File: src/rtl/mrx_pkg.sv
package mrx_pkg;
  localparam int WORD_W  = 60;
  localparam int INSTR_W = 15;
  localparam int FIELD_W = 3;
  localparam int FM_W    = 6;
  localparam int OP_W    = FM_W + FIELD_W;

  typedef enum logic [3:0] {
    CLS_NONE, CLS_STOP, CLS_ILLEGAL, CLS_FP,
    CLS_X2C, CLS_C2X, CLS_X2P, CLS_P2X,
    CLS_X2T, CLS_T2X, CLS_ADDT, CLS_ADDM
  } op_class_e;

  // ones' complement sum with end-around carry
  function automatic logic [WORD_W-1:0] oc_add(input logic [WORD_W-1:0] a,
                                               input logic [WORD_W-1:0] b);
    logic [WORD_W:0] raw;
    raw = {1'b0, a} + {1'b0, b};
    return raw[WORD_W-1:0] + {{(WORD_W-1){1'b0}}, raw[WORD_W]};
  endfunction

  // fm codes that monitor mode may not issue (add/sub/divide)
  function automatic logic fm_fp_restricted(input logic [FM_W-1:0] fm);
    return (fm >= 6'o30 && fm <= 6'o35) || fm == 6'o44 || fm == 6'o45;
  endfunction

  // fm codes allowed in both modes (multiply)
  function automatic logic fm_fp_free(input logic [FM_W-1:0] fm);
    return fm >= 6'o40 && fm <= 6'o42;
  endfunction
endpackage

File: src/rtl/mrx_decode.sv
module mrx_decode
  import mrx_pkg::*;
(
  input  logic [INSTR_W-1:0] instr,
  input  logic               monitor,
  output op_class_e          cls,
  output logic [FIELD_W-1:0] fj,
  output logic [FIELD_W-1:0] fk
);
  logic [FM_W-1:0] fm;
  logic [OP_W-1:0] op;

  assign fm = instr[INSTR_W-1 -: FM_W];
  assign op = instr[INSTR_W-1 -: OP_W];
  assign fj = instr[2*FIELD_W-1 -: FIELD_W];
  assign fk = instr[FIELD_W-1:0];

  always_comb begin
    cls = CLS_NONE;
    if (op == 9'o000) begin
      cls = CLS_STOP;
    end else if (op >= 9'o001 && op <= 9'o006) begin
      if (!monitor) begin
        cls = CLS_STOP;
      end else begin
        unique case (op)
          9'o001:  cls = CLS_X2C;
          9'o002:  cls = CLS_C2X;
          9'o003:  cls = CLS_X2P;
          9'o004:  cls = CLS_P2X;
          9'o005:  cls = CLS_X2T;
          default: cls = CLS_T2X;
        endcase
      end
    end else if (op == 9'o016) begin
      cls = CLS_ADDT;
    end else if (op == 9'o017) begin
      cls = monitor ? CLS_ILLEGAL : CLS_ADDM;
    end else if (fm_fp_restricted(fm)) begin
      cls = monitor ? CLS_ILLEGAL : CLS_FP;
    end else if (fm_fp_free(fm)) begin
      cls = CLS_FP;
    end
  end
endmodule

File: src/rtl/mrx_bank.sv
module mrx_bank #(
  parameter int W     = 60,
  parameter int DEPTH = 8,
  parameter int IMPL  = 8,
  localparam int IW   = $clog2(DEPTH)
) (
  input  logic                      clk,
  input  logic                      rst_n,
  input  logic                      we,
  input  logic [IW-1:0]             widx,
  input  logic [W-1:0]              wdata,
  output logic [DEPTH-1:0][W-1:0]   q
);
  for (genvar g = 0; g < DEPTH; g++) begin : g_ent
    if (g < IMPL) begin : g_real
      logic [W-1:0] r;
      always_ff @(posedge clk) begin
        if (!rst_n)                         r <= '0;
        else if (we && widx == IW'(g))      r <= wdata;
      end
      assign q[g] = r;
    end else begin : g_absent
      assign q[g] = '0;
    end
  end
endmodule

File: src/rtl/modereg_xfer_unit.sv
module modereg_xfer_unit
  import mrx_pkg::*;
#(
  parameter int NREG   = 8,
  parameter int P_IMPL = 6,
  localparam int IW    = $clog2(NREG)
) (
  input  logic                clk,
  input  logic                rst_n,
  input  logic                valid,
  input  logic                monitor,
  input  logic [14:0]         instr,
  input  logic [59:0]         mem_data,
  input  logic                ld_en,
  input  logic [2:0]          ld_idx,
  input  logic [59:0]         ld_data,
  input  logic [2:0]          x_rd_idx,
  output logic [59:0]         x_rd_data,
  output logic                done,
  output logic                stop,
  output logic                illegal_op,
  output logic                fp_ok
);
  op_class_e          cls;
  logic [FIELD_W-1:0] fj, fk;

  mrx_decode u_dec (.instr(instr), .monitor(monitor), .cls(cls), .fj(fj), .fk(fk));

  logic [NREG-1:0][WORD_W-1:0] xq, tq, pq, cq;
  logic              x_we, t_we, p_we, c_we, x_wr_instr;
  logic [IW-1:0]     x_widx, p_widx;
  logic [WORD_W-1:0] x_wdata, x_instr_data;
  logic [WORD_W-1:0] xj, xk;
  logic              ev_done, ev_stop, ev_illegal, ev_fp;

  assign xj = xq[fj];
  assign xk = xq[fk];

  // X results from instructions
  always_comb begin
    x_wr_instr   = 1'b0;
    x_instr_data = '0;
    if (valid) begin
      unique case (cls)
        CLS_C2X:  begin x_wr_instr = 1'b1; x_instr_data = cq[fk]; end
        CLS_P2X:  begin x_wr_instr = 1'b1; x_instr_data = pq[fk]; end
        CLS_T2X:  begin x_wr_instr = 1'b1; x_instr_data = tq[fk]; end
        CLS_ADDT: begin x_wr_instr = 1'b1; x_instr_data = oc_add(xj, tq[fk]); end
        CLS_ADDM: begin x_wr_instr = 1'b1; x_instr_data = oc_add(xj, mem_data); end
        default:  ;
      endcase
    end
  end

  // instruction write wins over the load port
  assign x_we    = x_wr_instr | ld_en;
  assign x_widx  = x_wr_instr ? fj : ld_idx;
  assign x_wdata = x_wr_instr ? x_instr_data : ld_data;

  assign t_we   = valid && cls == CLS_X2T;
  assign c_we   = valid && cls == CLS_X2C;
  assign p_we   = valid && cls == CLS_X2P && fj < FIELD_W'(P_IMPL);
  assign p_widx = fj;

  mrx_bank #(.W(WORD_W), .DEPTH(NREG), .IMPL(NREG)) u_xbank
    (.clk(clk), .rst_n(rst_n), .we(x_we), .widx(x_widx), .wdata(x_wdata), .q(xq));
  mrx_bank #(.W(WORD_W), .DEPTH(NREG), .IMPL(NREG)) u_tbank
    (.clk(clk), .rst_n(rst_n), .we(t_we), .widx(fj), .wdata(xk), .q(tq));
  mrx_bank #(.W(WORD_W), .DEPTH(NREG), .IMPL(P_IMPL)) u_pbank
    (.clk(clk), .rst_n(rst_n), .we(p_we), .widx(p_widx), .wdata(xk), .q(pq));
  mrx_bank #(.W(WORD_W), .DEPTH(NREG), .IMPL(NREG)) u_cbank
    (.clk(clk), .rst_n(rst_n), .we(c_we), .widx(fj), .wdata(xk), .q(cq));

  assign x_rd_data = xq[x_rd_idx];

  // named events for status
  assign ev_stop    = valid && cls == CLS_STOP;
  assign ev_illegal = valid && cls == CLS_ILLEGAL;
  assign ev_fp      = valid && cls == CLS_FP;
  assign ev_done    = valid && (x_wr_instr || t_we || c_we || cls == CLS_X2P);

  always_ff @(posedge clk) begin
    if (!rst_n) begin
      done <= 1'b0; stop <= 1'b0; illegal_op <= 1'b0; fp_ok <= 1'b0;
    end else begin
      done <= ev_done; stop <= ev_stop; illegal_op <= ev_illegal; fp_ok <= ev_fp;
    end
  end
endmodule

File: config.mk
export PLATFORM = sky130hd
export DESIGN_NAME = modereg_xfer_unit
export DESIGN_NICKNAME = d
export VERILOG_FILES = /design/src/rtl/mrx_pkg.sv /design/src/rtl/mrx_decode.sv /design/src/rtl/mrx_bank.sv /design/src/rtl/modereg_xfer_unit.sv
export SDC_FILE = /design/constraint.sdc
export NUM_CORES = 2
export LEC_CHECK = 0
export BUFFER_PORTS_ARGS = -buffer_cell sky130_fd_sc_hd__clkbuf_2
export CELL_PAD_IN_SITES_DETAIL_PLACEMENT = 0
export CELL_PAD_IN_SITES_GLOBAL_PLACEMENT = 1
export CORE_UTILIZATION = 45
export CTS_CLUSTER_DIAMETER = 50
export DETAILED_ROUTE_END_ITERATION = 6
export PLACE_DENSITY = 0.8
export SLEW_MARGIN = 20
export SYNTH_ARGS = -nofsm -noshare
export SYNTH_HDL_FRONTEND = slang
export SYNTH_HIERARCHICAL = 1
export SYNTH_SLANG_ARGS = --single-unit
export TNS_END_PERCENT = 5
File: constraint.sdc
create_clock -name clk -period 13.4 [get_ports clk]
set_input_delay 2.01 -clock clk [delete_from_list [all_inputs] [get_ports clk]]
set_output_delay 2.01 -clock clk [all_outputs]
set_load 0.05 [all_outputs]
## Word-level counts from Yosys, hierarchy flattened

Index checks and enable logic that the tools add are counted.

| word-level totals | value |
|---|---|
| register bits after elaboration | 1804 |
| bits of input ports | 146 |
| output and inout port bits | 64 |
| logic and storage cells | 161 |

| operators by class | value |
|---|---|
| $add $sub $neg | 4 |
| order comparisons | 10 |
| equal/unequal tests | 34 |
| muxes and demuxes | 28 |
| bitwise logic cells | 1 |
| reductions and logical operators | 50 |

Operators with widths:

| operator | number |
|---|---|
| $bmux W60 S3 | 6 |
| $mux W60 | 8 |
| $pmux W60 S5 | 1 |
| $add A60 B60 Y61 | 2 |
| $add A60 B1 Y60 | 2 |
| $logic_and A1 B1 Y1 | 41 |
| $mux W4 | 7 |
| $eq A3 B3 Y1 const B | 8 |
| $pmux W4 S5 | 1 |
| $eq A9 B2 Y1 const B | 2 |
| $eq A9 B3 Y1 const B | 2 |
| $eq A9 B4 Y1 const B | 2 |
| $eq A4 B3 Y1 const B | 4 |
| $eq A4 B4 Y1 const B | 4 |
| $eq A3 B2 Y1 const B | 4 |
| $eq A6 B6 Y1 const B | 2 |
| $lt A3 B4 Y1 const B | 3 |
| $eq A9 B1 Y1 const B | 1 |
| $ge A9 B1 Y1 const B | 1 |
| $le A9 B3 Y1 const B | 1 |
| $logic_not A9 Y1 | 1 |
| $eq A4 B2 Y1 const B | 2 |
| $eq A3 B1 Y1 const B | 2 |
| $ge A6 B5 Y1 const B | 1 |
| 12 further kinds | 19 |

## Depth between registers and ports, before layout

| depth | value |
|---|---|
| depth after elaboration | 17 |
| gate-level depth with buffers | 35 |
| mapped depth without buffers | 30 |

## Hierarchy

Netlist, hierarchy kept.

By module, submodules not included:

| module | instances | cells each | area each (um^2) | sequential area each (um^2) |
|---|---|---|---|---|
| mrx_bank (u_cbank ...) | 3 | 1624 | 17451.7 | 9609.2 |
| modereg_xfer_unit | 1 | 3504 | 35208.8 | 80.1 |
| mrx_bank (u_pbank) | 1 | 1356 | 14094.8 | 7206.9 |
| mrx_decode | 1 | 40 | 250.2 | 0.0 |

## Worst setup path after synthesis

OpenSTA, ideal clock, no wires.

| timing path | value |
|---|---|
| path kind | input -> register |
| start point | input instr[0] |
| end point | register u_xbank.g_ent[0].g_real.r[50] |
| setup time | 0.127 ns |
| arrival time | 10.117 ns |
| required time | 13.273 ns |
| setup slack | 3.157 ns |
| stages | 35 |
| buffers on the path | 6 |
| path through | buf_4 clkbuf_1 clkbuf_1 buf_1 clkbuf_1 mux4_2 mux2_2 ha_1 buf_2 nand4_1 or2_0 nor4_1 o21ai_1 a2111oi_0 nor3_1 o21ai_0 a21o_1 a21oi_1 nor2b_1 o21ai_0 nand2b_1 ha_1 ha_1 and3_1 nand3_1 or3_1 nor4_1 and4_1 nand4_1 or4_1 o31a_2 o21a_1 o32a_1 nand2_1 mux2i_1 |

| between the ends | value |
|---|---|
| word-level cells in the longest chain between the ends | 7 |
| elaborated cells on any way between the ends | 11 |
| classes of those cells | add/sub: 2; mux: 9 |

RTL lines:

| item | RTL line | text |
|---|---|---|
| start, declared | modereg_xfer_unit.sv:12 | `input logic [14:0] instr,` |
| $bmux W60 S3 | modereg_xfer_unit.sv:47, modereg_xfer_unit.sv:48 |  |
| $mux W60 (not written as such) | modereg_xfer_unit.sv:47, modereg_xfer_unit.sv:48 |  |
| $add A60 B60 Y61 | mrx_pkg.sv:18 | `raw = {1'b0, a} + {1'b0, b};` |
| $add A60 B1 Y60 | mrx_pkg.sv:19 | `return raw[WORD_W-1:0] + {{(WORD_W-1){1'b0}}, raw[WORD_W]};` |
| $pmux W60 S5 * | modereg_xfer_unit.sv:44 | `unique case (cls)` |
| $mux W60 * | modereg_xfer_unit.sv:43 | `if (valid) begin` |
| $mux W60 * | modereg_xfer_unit.sv:58 | `assign x_wdata = x_wr_instr ? x_instr_data : ld_data;` |
| via x_wdata[50] | modereg_xfer_unit.sv:32 | `logic [WORD_W-1:0] x_wdata, x_instr_data;` |
| end signal, assigned | mrx_bank.sv:19 | `else if (we && widx == IW'(g)) r <= wdata;` |
| end, declared | mrx_bank.sv:16 | `logic [W-1:0] r;` |

The timed path passes the listed nets; every way through them passes the cells marked *. The select of a mux whose other input is x is not followed.
A chain may end at the register's enable or synchronous reset.

## Final worst setup path

| timing path | value |
|---|---|
| start point | input instr[3] |
| end point | register u_xbank.g_ent[6].g_real.r[58] |

| between the ends | value |
|---|---|
| word-level cells in the longest chain between the ends | 7 |
| elaborated cells on any way between the ends | 12 |
| classes of those cells | add/sub: 4; eq/ne: 1; mux: 6; reduce/logical: 1 |

RTL lines:

| item | RTL line | text |
|---|---|---|
| $bmux W60 S3 * | modereg_xfer_unit.sv:36 | `assign xj = xq[fj];` |
| $mux W60 (not written as such) * | modereg_xfer_unit.sv:36 |  |
| $add A60 B60 Y61 | mrx_pkg.sv:18 |  |
| $add A60 B1 Y60 | mrx_pkg.sv:19 |  |
| $pmux W60 S5 * | modereg_xfer_unit.sv:44 |  |
| $mux W60 * | modereg_xfer_unit.sv:43 |  |
| $mux W60 * | modereg_xfer_unit.sv:58 |  |
| via x_wdata[58] | modereg_xfer_unit.sv:32 |  |
| end signal, assigned | mrx_bank.sv:19 |  |
| end, declared | mrx_bank.sv:16 |  |

Marked as above.

==> results.rst <==
.. list-table::
   :header-rows: 1

   * - Metric
     - Value
   * - Result of the run
     - complete, but fails checks
   * - Violated checks
     - DRC
   * - Busiest layer in global routing
     - met2
   * - Worst rel slew slack
     - 0.165
   * - Buffer depth of the longest clock path
     - 3
   * - Routed wire per std cell
     - 28.0 µm
   * - Min-Delay Endpoint
     - u_cbank/g_ent[3].g_real.r[35]$_SDFFE_PN0P_
   * - Die X
     - 478 µm
   * - Library cell with the largest summed area after synthesis
     - sky130_fd_sc_hd__dfxtp_1
   * - Number of hold buffers added after CTS
     - 0
   * - # IOs
     - 210
   * - Logic gate share of total power
     - 0.081
   * - Global-route met2 utilization
     - 0.459
   * - Placed Cells
     - 12.3k
   * - Static power due to leakage
     - 48.7 nW
   * - Count of mapped cells out of synthesis
     - 9772
   * - Number of antenna violations at the first check in global routing
     - 40
   * - Async set-reset flop share out of synthesis
     - 0
   * - Avg Vias per Cell
     - 6.14
   * - Source-to-sink clock delay at the later pin of the worst-skew pair
     - 0.88 ns
   * - Slew at the pin closest to its max-slew limit
     - 1.25 ns
   * - Capture instance of the worst register-to-register path
     - u_xbank/g_ent[6].g_real.r[58]$_SDFFE_PN0P_
   * - Area growth from synthesis to layout
     - 7.76%
   * - Yosys warnings
     - 6
   * - Gr ovfl total
     - 0
   * - NetSw
     - 0.00307 W
   * - Slowest-stage cell, CP
     - sky130_fd_sc_hd__a2111oi_0
   * - Vias after detailed routing
     - 78.3k
   * - Number of cells on the worst hold path
     - 2
   * - RePlAce Congestion
     - 1.05
   * - Skew final
     - 0.0995 ns
   * - Number of unique standard cell types used by synthesis
     - 114
   * - Largest net degree at the start of global routing
     - 206
   * - Cell Area, Synth
     - 102000 µm²
   * - Clock Power Share
     - 0.469
   * - RSZ-0062 raised after global routing
     - no
   * - Wire length of the first global-routing pass
     - 518 mm
   * - DP Wirelength
     - 252 mm
   * - Global-route usage over all layers
     - 0.303
   * - Global routing met3 resource utilization
     - 0.0747
   * - Die outline area
     - 228000 µm²
   * - R2R cell count
     - 29
   * - Most frequent cells in the layout
     - sky130_fd_sc_hd__nand2_1 (2272), sky130_fd_sc_hd__mux2i_1 (1925), sky130_fd_sc_hd__dfxtp_1 (1804)
   * - Number of enable-type register cells in the synthesized netlist
     - 0
   * - Detailed router's first-iteration violation count
     - 7405
   * - Leading cell types by total area after synthesis
     - sky130_fd_sc_hd__dfxtp_1 (35%), sky130_fd_sc_hd__mux2i_1 (19%), sky130_fd_sc_hd__mux4_2 (16%)
   * - Min cycle time layout
     - 12.03 ns
   * - Sequential fraction of the synthesis area
     - 0.354
   * - Maximum cell stage delay along the critical path
     - 0.77 ns
   * - Average size of a mapped cell
     - 10.4 µm²
   * - Data required time of the worst path
     - 14.19 ns
   * - Kind of critical path
     - primary input to register
   * - Flop pwr share
     - 0.449
   * - Worst-path clk slew
     - 0.06 ns
   * - Sink count of the clock tree
     - 1804
   * - Hold crit path type
     - register to register
   * - Initial cell density of the core
     - 0.453
   * - Setup fix buffers added after clock tree synthesis
     - 0
   * - Largest vdd supply drop
     - 0.113 mV
   * - Max Fanout on Critical Path
     - 55
   * - H-tree levels
     - 4
   * - Vertical die dimension
     - 478 µm
   * - Sum of negative setup slack
     - 0 ns
   * - Number of failing hold endpoints at the final stage
     - 0
   * - Ratio of total power to cell area
     - 110 nW/µm²
   * - Final worst-path cycle share
     - 0.898
   * - Int Power
     - 0.00900 W
   * - Final Instance Count excl. Fillers
     - 12.7k
   * - Routed wire length
     - 357 mm
   * - Max-capacitance violation count
     - 0
   * - Launch point of the worst hold path
     - u_cbank/g_ent[3].g_real.r[35]$_SDFFE_PN0P_
   * - TritonCTS Buffers
     - 198
   * - Root Buffer
     - sky130_fd_sc_hd__clkbuf_16
   * - FF-to-FF Start
     - u_xbank/g_ent[7].g_real.r[15]$_SDFFE_PN0P_
   * - Antenna Violating Nets Remaining
     - 0
   * - Std-Cell Core Area
     - 225000 µm²
   * - Met1 track demand over resource in global routing
     - 0.395
   * - Ratio of cells with drive above 1 in the final layout
     - 0.179
   * - PortBufs
     - 209
   * - Critical Path Most Common Cell
     - sky130_fd_sc_hd__ha_1
   * - Count of nets after finishing
     - 9830
   * - Most common library cell in the layout ignoring fill and taps
     - sky130_fd_sc_hd__nand2_1
   * - Num rows
     - 174
   * - Critical path endpoint category
     - register
   * - DRC errors left
     - 39
   * - Total power of the final layout
     - 0.0121 W
   * - TritonRoute pass-1 iters
     - 7
   * - Pins over their slew limit
     - 0
   * - Reg-to-reg slack, setup
     - 3.27 ns
   * - Maximum operating frequency
     - 0.0831 GHz
   * - Crit start category
     - primary input
   * - Arrival time at the worst endpoint
     - 12.82 ns
   * - Vias in the first global route
     - 77.0k
   * - Register bit count reported by yosys
     - 1804
   * - Portion of synthesized cell area occupied by the leading cell type
     - 0.354
   * - Clock tree from TritonCTS
     - built
   * - Endpoints failing setup
     - 0
   * - Switching portion of total power
     - 0.254
   * - Number of resized instances in the post-cts repair step
     - 0
   * - Primary flip-flop cell chosen by synthesis mapping
     - sky130_fd_sc_hd__dfxtp_1
[synthesized netlist by cell type, types with 123 or more instances]
| cell | number |
|---|---|
| sky130_fd_sc_hd__nor2_1 | 221 |
| sky130_fd_sc_hd__mux2i_1 | 1925 |
| sky130_fd_sc_hd__o21ai_0 | 123 |
| sky130_fd_sc_hd__ha_1 | 124 |
| sky130_fd_sc_hd__buf_4 | 163 |
| sky130_fd_sc_hd__dfxtp_1 | 1804 |
| sky130_fd_sc_hd__nand2_1 | 2273 |
| sky130_fd_sc_hd__mux2_2 | 243 |
| sky130_fd_sc_hd__buf_2 | 168 |
| sky130_fd_sc_hd__a21oi_1 | 218 |
| sky130_fd_sc_hd__clkbuf_1 | 272 |
| sky130_fd_sc_hd__buf_6 | 167 |
| sky130_fd_sc_hd__mux4_2 | 720 |
[power groups by stage]
stage | Clock [W] | Sequential [W] | Combinational, W
2_1_floorplan | 0 | 0.00553 | 0.000700
3_3_place_gp | 0 | 0.00554 | 0.000948
3_5_place_dp | 0 | 0.00554 | 0.000961
4_1_cts | 0.00574 | 0.00543 | 0.000963
5_1_grt | 0.00597 | 0.00543 | 0.00103
6_report | 0.00567 | 0.00543 | 0.000982
[per-stage QoR]
| step | setup slack [ns] | hold WS (ns) | instance area, µm² | util |
|---|---|---|---|---|
| global placement | 1.11 | 0.438 | 103000 | 0.458 |
| finish | 1.37 | 0.456 | 110000 | 0.488 |
| floorplan | 3.16 | 0.432 | 102000 | - |
| global route | 0.924 | 0.471 | 110000 | 0.488 |
| detailed placement | 0.985 | 0.446 | 103000 | 0.458 |
| CTS | 1.87 | 0.457 | 110000 | 0.488 |
[cell families after synthesis]
family | count (synthesis) | share of synthesized area
flops | 1804 | 0.354
fa+ha+maj | 126 | 0.0156
mux | 2888 | 0.375
other cells | 1 | 0.0000368
compound gates | 837 | 0.0547
buf+inv | 930 | 0.0587
simple gates | 3009 | 0.126
xor+xnor | 177 | 0.0153
[layer usage]
layer | wire [µm] | part of all wire | vias to the layer above
li1 | - | - | 34789
met1 | 149000 | 0.42 | 39567
met4 | 21900 | 0.061 | 26
met5 | 388 | 0.0011 | -
met3 | 30400 | 0.085 | 668
met2 | 156000 | 0.44 | 3218
[critical path, delay by kind of cell]
family	cells	cell delay [ns]
and+or+nand+nor	13	4.29
AOI/OAI and AO/OA	9	3.30
muxes	3	1.10
adders and majority gates	3	0.87
xor gates and xnor gates	1	0.12
buffers and inverters	2	0.90
[worst max-delay path by stage]
stage	start	to	cells after the start
2_1_floorplan	instr[0]	u_xbank/g_ent[0].g_real.r[50]$_SDFFE_PN0P_	35
3_3_place_gp	instr[3]	u_xbank/g_ent[6].g_real.r[58]$_SDFFE_PN0P_	31
3_5_place_dp	instr[3]	u_xbank/g_ent[6].g_real.r[58]$_SDFFE_PN0P_	31
4_1_cts	instr[3]	u_xbank/g_ent[6].g_real.r[58]$_SDFFE_PN0P_	31
5_1_grt	instr[3]	u_xbank/g_ent[1].g_real.r[58]$_SDFFE_PN0P_	31
6_report	instr[3]	u_xbank/g_ent[6].g_real.r[58]$_SDFFE_PN0P_	31
[sequential cells by signal, indices dropped and copies added, names as in the netlist]
| name | flops |
|---|---|
| stop | 1 |
| done | 1 |
| u_xbank/g_ent.g_real.r | 480 |
| fp_ok | 1 |
| illegal_op | 1 |
| u_cbank/g_ent.g_real.r | 480 |
| u_tbank/g_ent.g_real.r | 480 |
| u_pbank/g_ent.g_real.r | 360 |
[area by class of cell]
type,count,area [µm²]
inverters,32,120
clock buffers,289,5770
diodes,25,62.6
flip-flops and latches,1804,36100
clock inverters,77,1030
repair buffers,365,2460
well taps,2992,3740
multi-input cells,7157,60500
fillers,20305,115000
Note: power is estimated with default switching activity, not from simulation.
